$ cat src/rtl/spi_rd_pkg.sv
package spi_rd_pkg;
  // Operation code field width and the only code this slave serves.
  localparam int          OP_W    = 3;
  localparam logic [2:0]  OP_READ = 3'b100;
endpackage

$ cat src/rtl/spi_rd_sync.sv
module spi_rd_sync #(
  parameter int             W       = 1,
  parameter int             STAGES  = 2,
  parameter logic [W-1:0]   RST_VAL = '0
) (
  input  logic         clk,
  input  logic         rst_n,
  input  logic [W-1:0] d,
  output logic [W-1:0] q
);
  logic [STAGES-1:0][W-1:0] stg_q;
  logic [STAGES-1:0][W-1:0] stg_d;

  genvar s;
  generate
    for (s = 0; s < STAGES; s++) begin : g_stage
      if (s == 0) begin : g_first
        assign stg_d[s] = d;
      end else begin : g_rest
        assign stg_d[s] = stg_q[s-1];
      end
    end
  endgenerate

  always_ff @(posedge clk or negedge rst_n) begin
    if (!rst_n) stg_q <= {STAGES{RST_VAL}};
    else        stg_q <= stg_d;
  end

  assign q = stg_q[STAGES-1];
endmodule

$ cat src/rtl/spi_rd_rx.sv
module spi_rd_rx
  import spi_rd_pkg::*;
#(
  parameter int ADDR_W   = 5,
  parameter int AUX_W    = 8,
  parameter int TOTAL    = 51,
  parameter int CNT_W    = 6,
  localparam int CMD_BITS = OP_W + ADDR_W + AUX_W + 1
) (
  input  logic              clk,
  input  logic              rst_n,
  input  logic              cs_act,
  input  logic              sclk_rise,
  input  logic              mosi,
  output logic [CNT_W-1:0]  bit_cnt,
  output logic              frame_done,
  output logic [OP_W-1:0]   op_code,
  output logic [ADDR_W-1:0] reg_idx,
  output logic              par_ok
);
  localparam logic [CNT_W-1:0] CNT_LAST_CMD = CNT_W'(CMD_BITS - 1);
  localparam logic [CNT_W-1:0] CNT_END      = CNT_W'(TOTAL);

  logic [CNT_W-1:0]    cnt_q, cnt_d;
  logic [CMD_BITS-1:0] sr_q, sr_d;
  logic                par_q, par_d;
  logic                done_q, done_d;

  always_comb begin
    cnt_d  = cnt_q;
    sr_d   = sr_q;
    par_d  = par_q;
    done_d = 1'b0;
    if (!cs_act) begin
      cnt_d = '0;
      par_d = 1'b0;
    end else if (sclk_rise && (cnt_q != CNT_END)) begin
      cnt_d = cnt_q + 1'b1;
      if (cnt_q <= CNT_LAST_CMD) begin
        sr_d  = {sr_q[CMD_BITS-2:0], mosi};
        par_d = par_q ^ mosi;
      end
      if (cnt_q == CNT_LAST_CMD) done_d = 1'b1;
    end
  end

  always_ff @(posedge clk or negedge rst_n) begin
    if (!rst_n) begin
      cnt_q  <= '0;
      sr_q   <= '0;
      par_q  <= 1'b0;
      done_q <= 1'b0;
    end else begin
      cnt_q  <= cnt_d;
      sr_q   <= sr_d;
      par_q  <= par_d;
      done_q <= done_d;
    end
  end

  assign bit_cnt    = cnt_q;
  assign frame_done = done_q;
  assign op_code    = sr_q[CMD_BITS-1 -: OP_W];
  assign reg_idx    = sr_q[CMD_BITS-1-OP_W -: ADDR_W];
  assign par_ok     = ~par_q;
endmodule

$ cat src/rtl/spi_rd_tx.sv
module spi_rd_tx #(
  parameter int DATA_W   = 32,
  localparam int RSP_BITS = DATA_W + 2,
  localparam int RCNT_W   = $clog2(RSP_BITS + 1)
) (
  input  logic              clk,
  input  logic              rst_n,
  input  logic              cs_act,
  input  logic              sclk_fall,
  input  logic              load,
  input  logic              rd_valid,
  input  logic [DATA_W-1:0] rd_data,
  output logic              miso,
  output logic              active
);
  localparam logic [RCNT_W-1:0] LEFT_FULL = RCNT_W'(RSP_BITS);

  logic [RSP_BITS-1:0] sr_q, sr_d;
  logic [RCNT_W-1:0]   left_q, left_d;
  logic                miso_q, miso_d;
  logic [DATA_W-1:0]   data_m;

  assign data_m = rd_valid ? rd_data : '0;

  always_comb begin
    sr_d   = sr_q;
    left_d = left_q;
    if (!cs_act) begin
      left_d = '0;
    end else if (sclk_fall) begin
      if (load) begin
        sr_d   = {rd_valid, data_m, ^{rd_valid, data_m}};
        left_d = LEFT_FULL;
      end else if (left_q != '0) begin
        sr_d   = {sr_q[RSP_BITS-2:0], 1'b0};
        left_d = left_q - 1'b1;
      end
    end
    miso_d = (left_d != '0) && sr_d[RSP_BITS-1];
  end

  always_ff @(posedge clk or negedge rst_n) begin
    if (!rst_n) begin
      sr_q   <= '0;
      left_q <= '0;
      miso_q <= 1'b0;
    end else begin
      sr_q   <= sr_d;
      left_q <= left_d;
      miso_q <= miso_d;
    end
  end

  assign miso   = miso_q;
  assign active = (left_q != '0);
endmodule

$ cat src/rtl/spi_rd_slave.sv
module spi_rd_slave
  import spi_rd_pkg::*;
#(
  parameter int ADDR_W      = 5,
  parameter int AUX_W       = 8,
  parameter int DATA_W      = 32,
  parameter int SYNC_STAGES = 2
) (
  input  logic              clk,
  input  logic              rst_n,
  input  logic              spi_sclk,
  input  logic              spi_cs_n,
  input  logic              spi_mosi,
  output logic              spi_miso,
  output logic [ADDR_W-1:0] rd_addr,
  output logic              rd_strobe,
  input  logic [DATA_W-1:0] rd_data,
  input  logic              rd_valid
);
  localparam int CMD_BITS = OP_W + ADDR_W + AUX_W + 1;
  localparam int RSP_BITS = DATA_W + 2;
  localparam int TOTAL    = CMD_BITS + RSP_BITS;
  localparam int CNT_W    = $clog2(TOTAL + 1);
  localparam logic [CNT_W-1:0] CNT_CMD = CNT_W'(CMD_BITS);

  // Synchronised serial lines: {sclk, cs_n, mosi}
  logic [2:0] pins_s;
  logic       sclk_s, cs_n_s, mosi_s;
  logic       sclk_q;
  logic       sclk_rise, sclk_fall, cs_act;

  spi_rd_sync #(.W(3), .STAGES(SYNC_STAGES), .RST_VAL(3'b010)) u_sync (
    .clk (clk),
    .rst_n (rst_n),
    .d ({spi_sclk, spi_cs_n, spi_mosi}),
    .q (pins_s)
  );
  assign {sclk_s, cs_n_s, mosi_s} = pins_s;

  always_ff @(posedge clk or negedge rst_n) begin
    if (!rst_n) sclk_q <= 1'b0;
    else        sclk_q <= sclk_s;
  end

  assign cs_act    = ~cs_n_s;
  assign sclk_rise = sclk_s & ~sclk_q;
  assign sclk_fall = ~sclk_s & sclk_q;

  logic [CNT_W-1:0]  bit_cnt;
  logic              frame_done;
  logic [OP_W-1:0]   op_code;
  logic [ADDR_W-1:0] reg_idx;
  logic              par_ok;

  spi_rd_rx #(.ADDR_W(ADDR_W), .AUX_W(AUX_W), .TOTAL(TOTAL), .CNT_W(CNT_W)) u_rx (
    .clk (clk),
    .rst_n (rst_n),
    .cs_act (cs_act),
    .sclk_rise (sclk_rise),
    .mosi (mosi_s),
    .bit_cnt (bit_cnt),
    .frame_done (frame_done),
    .op_code (op_code),
    .reg_idx (reg_idx),
    .par_ok (par_ok)
  );

  // Read request and pending-answer state
  logic              strobe_q, strobe_d;
  logic [ADDR_W-1:0] addr_q, addr_d;
  logic              pend_q, pend_d;
  logic              tx_load, tx_active;

  always_comb begin
    strobe_d = frame_done && (op_code == OP_READ) && par_ok;
    addr_d   = strobe_d ? reg_idx : addr_q;
    if (!cs_act)       pend_d = 1'b0;
    else if (strobe_d) pend_d = 1'b1;
    else               pend_d = pend_q;
  end

  always_ff @(posedge clk or negedge rst_n) begin
    if (!rst_n) begin
      strobe_q <= 1'b0;
      addr_q   <= '0;
      pend_q   <= 1'b0;
    end else begin
      strobe_q <= strobe_d;
      addr_q   <= addr_d;
      pend_q   <= pend_d;
    end
  end

  assign tx_load = pend_q && (bit_cnt == CNT_CMD);

  spi_rd_tx #(.DATA_W(DATA_W)) u_tx (
    .clk (clk),
    .rst_n (rst_n),
    .cs_act (cs_act),
    .sclk_fall (sclk_fall),
    .load (tx_load),
    .rd_valid (rd_valid),
    .rd_data (rd_data),
    .miso (spi_miso),
    .active (tx_active)
  );

  assign rd_strobe = strobe_q;
  assign rd_addr   = addr_q;
endmodule

$ cat config.mk
export PLATFORM = sky130hd
export DESIGN_NAME = spi_rd_slave
export DESIGN_NICKNAME = d
export VERILOG_FILES = /design/src/rtl/spi_rd_pkg.sv /design/src/rtl/spi_rd_sync.sv /design/src/rtl/spi_rd_rx.sv /design/src/rtl/spi_rd_tx.sv /design/src/rtl/spi_rd_slave.sv
export SDC_FILE = /design/constraint.sdc
export NUM_CORES = 1
export LEC_CHECK = 0
export BUFFER_PORTS_ARGS = -buffer_cell sky130_fd_sc_hd__buf_2
export CAP_MARGIN = 20
export CORE_UTILIZATION = 25
export CTS_CLUSTER_DIAMETER = 200
export CTS_CLUSTER_SIZE = 20
export DETAILED_ROUTE_END_ITERATION = 16
export PLACE_DENSITY = 0.48
export SLEW_MARGIN = 20
export SYNTH_ARGS = -nofsm -noshare
export SYNTH_HDL_FRONTEND = slang
export SYNTH_SLANG_ARGS = --single-unit
$ cat constraint.sdc
create_clock -name clk -period 1.88 [get_ports clk]
set_input_delay 0.188 -clock clk [delete_from_list [all_inputs] [get_ports clk]]
set_output_delay 0.188 -clock clk [all_outputs]
set_load 0.05 [all_outputs]
==> results.json, run 1 <==
{
  "status": "finished, violations left",
  "violations": "negative setup slack",
  "synth.largest_area_cell": "dfrtp_1",
  "overflow": 0,
  "synthTopCellsByCount": "78 x dfrtp_1, 33 x inv_1, 31 x xnor2_1, 29 x a222oi_1, 22 x mux2_2",
  "cp.required_ps": 2100,
  "io_pins": 45,
  "clockBufferDepth": 2,
  "wl_per_cell_um": 14.7,
  "cts_tree": "done",
  "power.total_w": 0.00496,
  "antenna_cells": 0,
  "clk_pin_slew_ps": 60,
  "synth_fp_nets": 349,
  "numCtsBuffers": 9,
  "nFillCells": 1407,
  "vias": 2656,
  "tightest_slew_ps": 532,
  "drv_cap": 0,
  "async_flop_share": 1.00,
  "drt_wl_total_mm": 8.46,
  "setup_viol": 8,
  "fin_crit_ps": 1900,
  "ys_types": 45,
  "dpl_cell_area_um2": 4300,
  "seqPwrFrac": 0.422,
  "synth_most_common_cell": "dfrtp_1",
  "ff2ff_path_depth": 8,
  "p_sw_frac": 0.263,
  "clock_sinks": 80,
  "synth_edf_count": 0,
  "gp_congestion": 0.801,
  "p_per_area_nw_per_um2": 990,
  "grt_antenna_before_repair": 0,
  "power_frac_clock": 0.368,
  "holdCritPathClass": "in2reg",
  "htreeDepth": 3,
  "switching_power_w": 0.00131,
  "grt_use_total": 0.114,
  "synth.avg_cell_area_um2": 12.0,
  "skew_ps": 7.69,
  "grt_pass1_wl_mm": 13.3,
  "ys_ff_latch": 80,
  "finalWorstSetupSlack_ps": -17.5,
  "timing.final.crit_share": 1.01,
  "ir_drop_mv": 0.446,
  "initial_core_util": 0.261,
  "port_buffers": 44,
  "ys_warn_count": 0,
  "core_area_um2": 14100,
  "synth_top_area_frac": 0.531,
  "die_w_um": 123,
  "drv_slew": 0,
  "netlist_area_um2": 3680,
  "grt_start_max_net_pins": 39,
  "drt.antenna.violating_nets": 0,
  "worstSetupEndpointType": "flop",
  "worstPathArrival_ps": 2120,
  "initialDrtViolationCount": 253,
  "drt_pass1_iterations": 6,
  "syn_to_final_growth_pct": 36.3,
  "cts_root_buf": "clkbuf_16",
  "crit_fanout": 8,
  "fin_nets": 433,
  "hold_viol": 0,
  "worstSkewPairLatency_ps": 340,
  "place_hpwl_mm": 5.38,
  "via_per_inst": 4.62,
  "remaining_drc_errors": 0,
  "synthFlopType": "dfrtp_1",
  "path_class": "reg2reg",
  "p_comb_frac": 0.210,
  "grt_pass1_vias": 2719,
  "min_path_cells": 3,
  "final_area_um2": 5010,
  "drive_above_1_share": 0.387,
  "ys_top_cells_by_area": "dfrtp_1 53%, a222oi_1 7.9%, xnor2_1 7.4%",
  "leakagePower_nw": 2.46,
  "final_core_util": 0.355,
  "synthCells": 306,
  "die-area_um2": 15200,
  "die_h_um": 123,
  "relSlewSlack": 0.645,
  "yosysSeqAreaShare": 0.545,
  "worst_setup_path_start_kind": "flop",
  "rsz0062_at_grt": "yes",
  "internal_power_w": 0.00366,
  "fmax_mhz": 527,
  "std_cell_rows": 43
}
[routing by layer]
| layer | up-vias | track usage | part of all wire | routed length [µm] |
|---|---|---|---|---|
| met2 | 57 | 0.176 | 0.47 | 3980 |
| met4 | 0 | 0.0602 | 0.017 | 148 |
| met1 | 1325 | 0.145 | 0.47 | 3970 |
| met5 | - | 0 | 0 | 0 |
| li1 | 1264 | - | - | - |
| met3 | 10 | 0.0291 | 0.043 | 361 |
[layout make-up]
cell class | instances | area (µm²) | area share
clock buffers | 12 | 267 | 0.0532
clock inverters | 4 | 51.3 | 0.0102
inverters | 33 | 126 | 0.0252
multi-input cells | 179 | 1640 | 0.328
flip-flops and latches | 80 | 2000 | 0.400
well taps | 180 | 225 | 0.0449
repair buffers | 87 | 694 | 0.139
[critical path, cell delays in order, from the launching register on]
cell and delay (ps):
dfrtp_1 390, buf_6 140, inv_4 50, ha_4 140
nand2_4 60, a2111oi_4 350, buf_6 180, clkbuf_16 170
mux2_4 300
[through the flow]
| step | hold slack (ps) | worst slack, ps | setup TNS, ps | std cells |
|---|---|---|---|---|
| after floorplan | -108 | -19.1 | -191 | 306 |
| after global placement | 204 | 24.6 | 0 | 542 |
| after detailed placement | 209 | 7.70 | 0 | 542 |
| after CTS | 70.9 | -1.05 | -2.00 | 562 |
| after global routing | 85.3 | -81.0 | -1290 | 575 |
| final | 82.6 | -17.5 | -92.7 | 575 |
[power groups by stage]
stage	logic (W)	clock network [W]	registers [W]
2_1_floorplan	0.000601	0	0.00207
3_3_place_gp	0.000852	0	0.00211
3_5_place_dp	0.000869	0	0.00211
4_1_cts	0.000877	0.00190	0.00208
5_1_grt	0.00116	0.00196	0.00212
6_report	0.00104	0.00183	0.00210
[path summary, 6_finish.rpt]
| path | endpoint | slack, ps | from |
|---|---|---|---|
| max | u_rx.sr_q[5] | -20 | u_rx.bit_cnt[0] |
| min | u_tx.sr_q[22] | 80 | rd_data[21] |
| max reg2reg | u_rx.sr_q[5] | -20 | u_rx.bit_cnt[0] |
| min reg2reg | u_sync.q[2] | 350 | u_sync.stg_d[5] |
| max in group asynchronous | u_rx.par_q | 830 | rst_n |
| min in group asynchronous | u_tx.sr_q[15] | 370 | rst_n |
[flip-flops by register name, summed over array words and instances, names as in the netlist, 3 cells and up]
name	count
u_tx.left_q	6
u_tx.sr_q	34
u_sync.q	3
u_rx.sr_q	17
rd_addr	5
u_rx.bit_cnt	6
u_sync.stg_d	3
[what timing repair did]
action / CTS / global route
hold buffers: 4 / 0
pin swaps: 0 / 15
hold endpoints to repair: 37 / 0
endpoints found under the setup margin: 17 / 48
gates cloned: 0 / 6
resized for setup: 4 / 47
buffers inserted: 0 / 7
[kinds of logic (layout without fill, tap and decap cells)]
family | after synthesis | after routing | share of synthesized area
compound gates | 60 | 60 | 0.144
simple gates | 50 | 52 | 0.0749
mux | 22 | 22 | 0.0674
buf+inv | 49 | 136 | 0.0568
flops | 80 | 80 | 0.545
xor+xnor | 40 | 40 | 0.0953
fa+ha+maj | 5 | 5 | 0.0170
[cells in the final DEF (no fill, tap or decap), types with 3 or more instances in the layout]
cell           synthesis  final
clkbuf_16              0     13
buf_2                  2     43
a21oi_1                5      3
inv_1                 33     31
xnor2_1               31     30
dlygate4sd3_1          0      4
o21ai_0                7      5
buf_6                  3      5
clkbuf_8               0      3
nor2_1                18     16
and2_4                 1      3
xor2_1                 9      9
mux2_2                22      5
nand2_1               11      9
a222oi_1              29     29
buf_12                 0      4
a22oi_1                3      3
mux2_4                 0     17
buf_4                  0     27
nand3_1                3      3
dfrtp_1               78     78
(Power assumes the default switching activity.)
==> inputs of run 2 (changes only) <==
Settings changed: CORE_UTILIZATION 25 to 52, PLACE_DENSITY 0.48 to 0.81.
==> run 2 against run 1 <==
Compared with the run above:
- the run now ends clean
- flip-flop and latch count stayed put
- sequential power hardly changed
- non-clock buffer count is 10 lower
- die area is 51% lower
- sequential share of layout area is 4.5 points higher
- worst hold slack worse by 9.3 ps
- fmax is 5.7% higher
- utilization is 31 points higher
- largest power group unchanged
- clock skew is 0.88 ps lower
- first-iteration DRC count is 3.6% higher
- wire length is 15% lower
- clock power is 16% lower
==> results.json, run 2 (synthesis results as in run 1) <==
{
  "dp.cells": 456,
  "htreeDepth": 3,
  "die_w_um": 86.1,
  "hold_viol": 0,
  "grt_pass1_wl_mm": 12.3,
  "final_area_um2": 4510,
  "grt_start_max_net_pins": 47,
  "drt_pass1_iterations": 9,
  "ff2ff_path_depth": 6,
  "antenna_cells": 0,
  "numCtsBuffers": 9,
  "p_per_area_nw_per_um2": 999,
  "vias": 2638,
  "port_buffers": 44,
  "drv_cap": 0,
  "p_sw_frac": 0.269,
  "std_cell_rows": 30,
  "io_pins": 45,
  "largest-register": "u_tx.sr_q",
  "drive_above_1_share": 0.341,
  "die_h_um": 86.1,
  "worst_setup_path_start_kind": "flop",
  "clk_pin_slew_ps": 80,
  "grt_pass1_vias": 2640,
  "reg_top3": "u_tx.sr_q (34), u_rx.sr_q (17)",
  "leakagePower_nw": 2.30,
  "drv_slew": 0,
  "p_comb_frac": 0.198,
  "drt_wl_total_mm": 7.22,
  "holdCritPathClass": "in2reg",
  "skew_ps": 6.81,
  "syn_to_final_growth_pct": 22.6,
  "status": "finished, final reports clean",
  "internal_power_w": 0.00329,
  "overflow": 0,
  "worstPathArrival_ps": 2030,
  "cts_root_buf": "clkbuf_8",
  "wl_per_cell_um": 15.0,
  "relSlewSlack": 0.632,
  "switching_power_w": 0.00121,
  "initial_core_util": 0.541,
  "drt.antenna.violating_nets": 0,
  "fin_crit_ps": 1800,
  "grt_use_total": 0.215,
  "tightest_slew_ps": 552,
  "timing.final.crit_share": 0.955,
  "clock_sinks": 80,
  "largest_reg_flops": 34,
  "die-area_um2": 7410,
  "via_per_inst": 5.50,
  "cts_tree": "done",
  "clockBufferDepth": 2,
  "place_hpwl_mm": 4.94,
  "rsz0062_at_grt": "yes",
  "gp_congestion": 0.854,
  "dpl_cell_area_um2": 4170,
  "min_path_cells": 3,
  "power.total_w": 0.00450,
  "setup_viol": 0,
  "fmax_mhz": 557,
  "worstSkewPairLatency_ps": 350,
  "power_frac_clock": 0.339,
  "path_class": "reg2reg",
  "grt_antenna_before_repair": 0,
  "ir_drop_mv": 0.603,
  "crit_fanout": 17,
  "initialDrtViolationCount": 262,
  "seqPwrFrac": 0.464,
  "stdcell_count": 480,
  "nFillCells": 488,
  "cp.required_ps": 2110,
  "final_common_cell": "dfrtp_1",
  "worstSetupEndpointType": "flop",
  "core_area_um2": 6790,
  "final_cell_mix": "78 x dfrtp_1, 43 x buf_2, 31 x xnor2_1, 31 x inv_1, 29 x a222oi_1",
  "remaining_drc_errors": 0,
  "fin_nets": 422
}
-- run 2: final timing paths --
path	startpoint	to	slack, ps
worst min-delay path	rd_data[20]	u_tx.sr_q[21]	70
worst min register to register	u_sync.stg_d[3]	u_sync.q[0]	360
worst max register to register	u_rx.bit_cnt[2]	u_rx.sr_q[14]	80
min in group asynchronous	rst_n	u_tx.left_q[3]	370
max in group asynchronous	rst_n	u_tx.sr_q[32]	860
worst max-delay path	u_rx.bit_cnt[2]	u_rx.sr_q[14]	80
-- run 2: through the flow --
step,worst slack [ps],setup TNS [ps],utilization,hold WS [ps]
3_3_place_gp,51.8,0,0.614,221
4_1_cts,3.26,0,0.656,54.3
5_1_grt,-20.1,-62.4,0.664,62.6
2_1_floorplan,-19.1,-191,-,-108
6_report,84.4,0,0.664,73.3
3_5_place_dp,3.46,0,0.614,223
-- run 2: layout make-up --
cell class                      count  area (µm²)  share of cell area
Tap cell                           96         120              0.0266
Multi-Input combinational cell    178        1500               0.332
Clock inverter                      7         120              0.0266
Inverter                           33         124              0.0275
Clock buffer                        9         124              0.0275
Timing Repair Buffer               77         518               0.115
Sequential cell                    80        2000               0.445
-- run 2: repair_timing --
item / 4_1_cts / 5_1_grt
buffers inserted: 0 / 3
endpoints found under the hold margin: 45 / 0
pin swaps: 1 / 6
gates cloned: 0 / 1
resized for setup: 1 / 9
hold buffers: 4 / 0
endpoints found under the setup margin: 6 / 45
-- run 2: routing by layer --
layer | up-vias | share of wire | global-route usage
met5 | - | 0 | 0
li1 | 1251 | - | -
met3 | 8 | 0.033 | 0.0481
met1 | 1320 | 0.47 | 0.289
met4 | 0 | 0.015 | 0.102
met2 | 59 | 0.49 | 0.332
-- run 2: power groups by stage --
stage	combinational (W)	clock (W)	sequential, W
floorplan	0.000601	0	0.00207
global placement	0.000820	0	0.00210
detailed placement	0.000851	0	0.00212
CTS	0.000866	0.00156	0.00208
global route	0.000984	0.00164	0.00211
finish	0.000890	0.00153	0.00209
-- run 2: critical path: stages, from the launching register on --
cell	delay (ps)
dfrtp_1	400
buf_4	160
nor2_1	120
nand2_2	90
a2111oi_4	360
buf_12	200
mux2_2	350
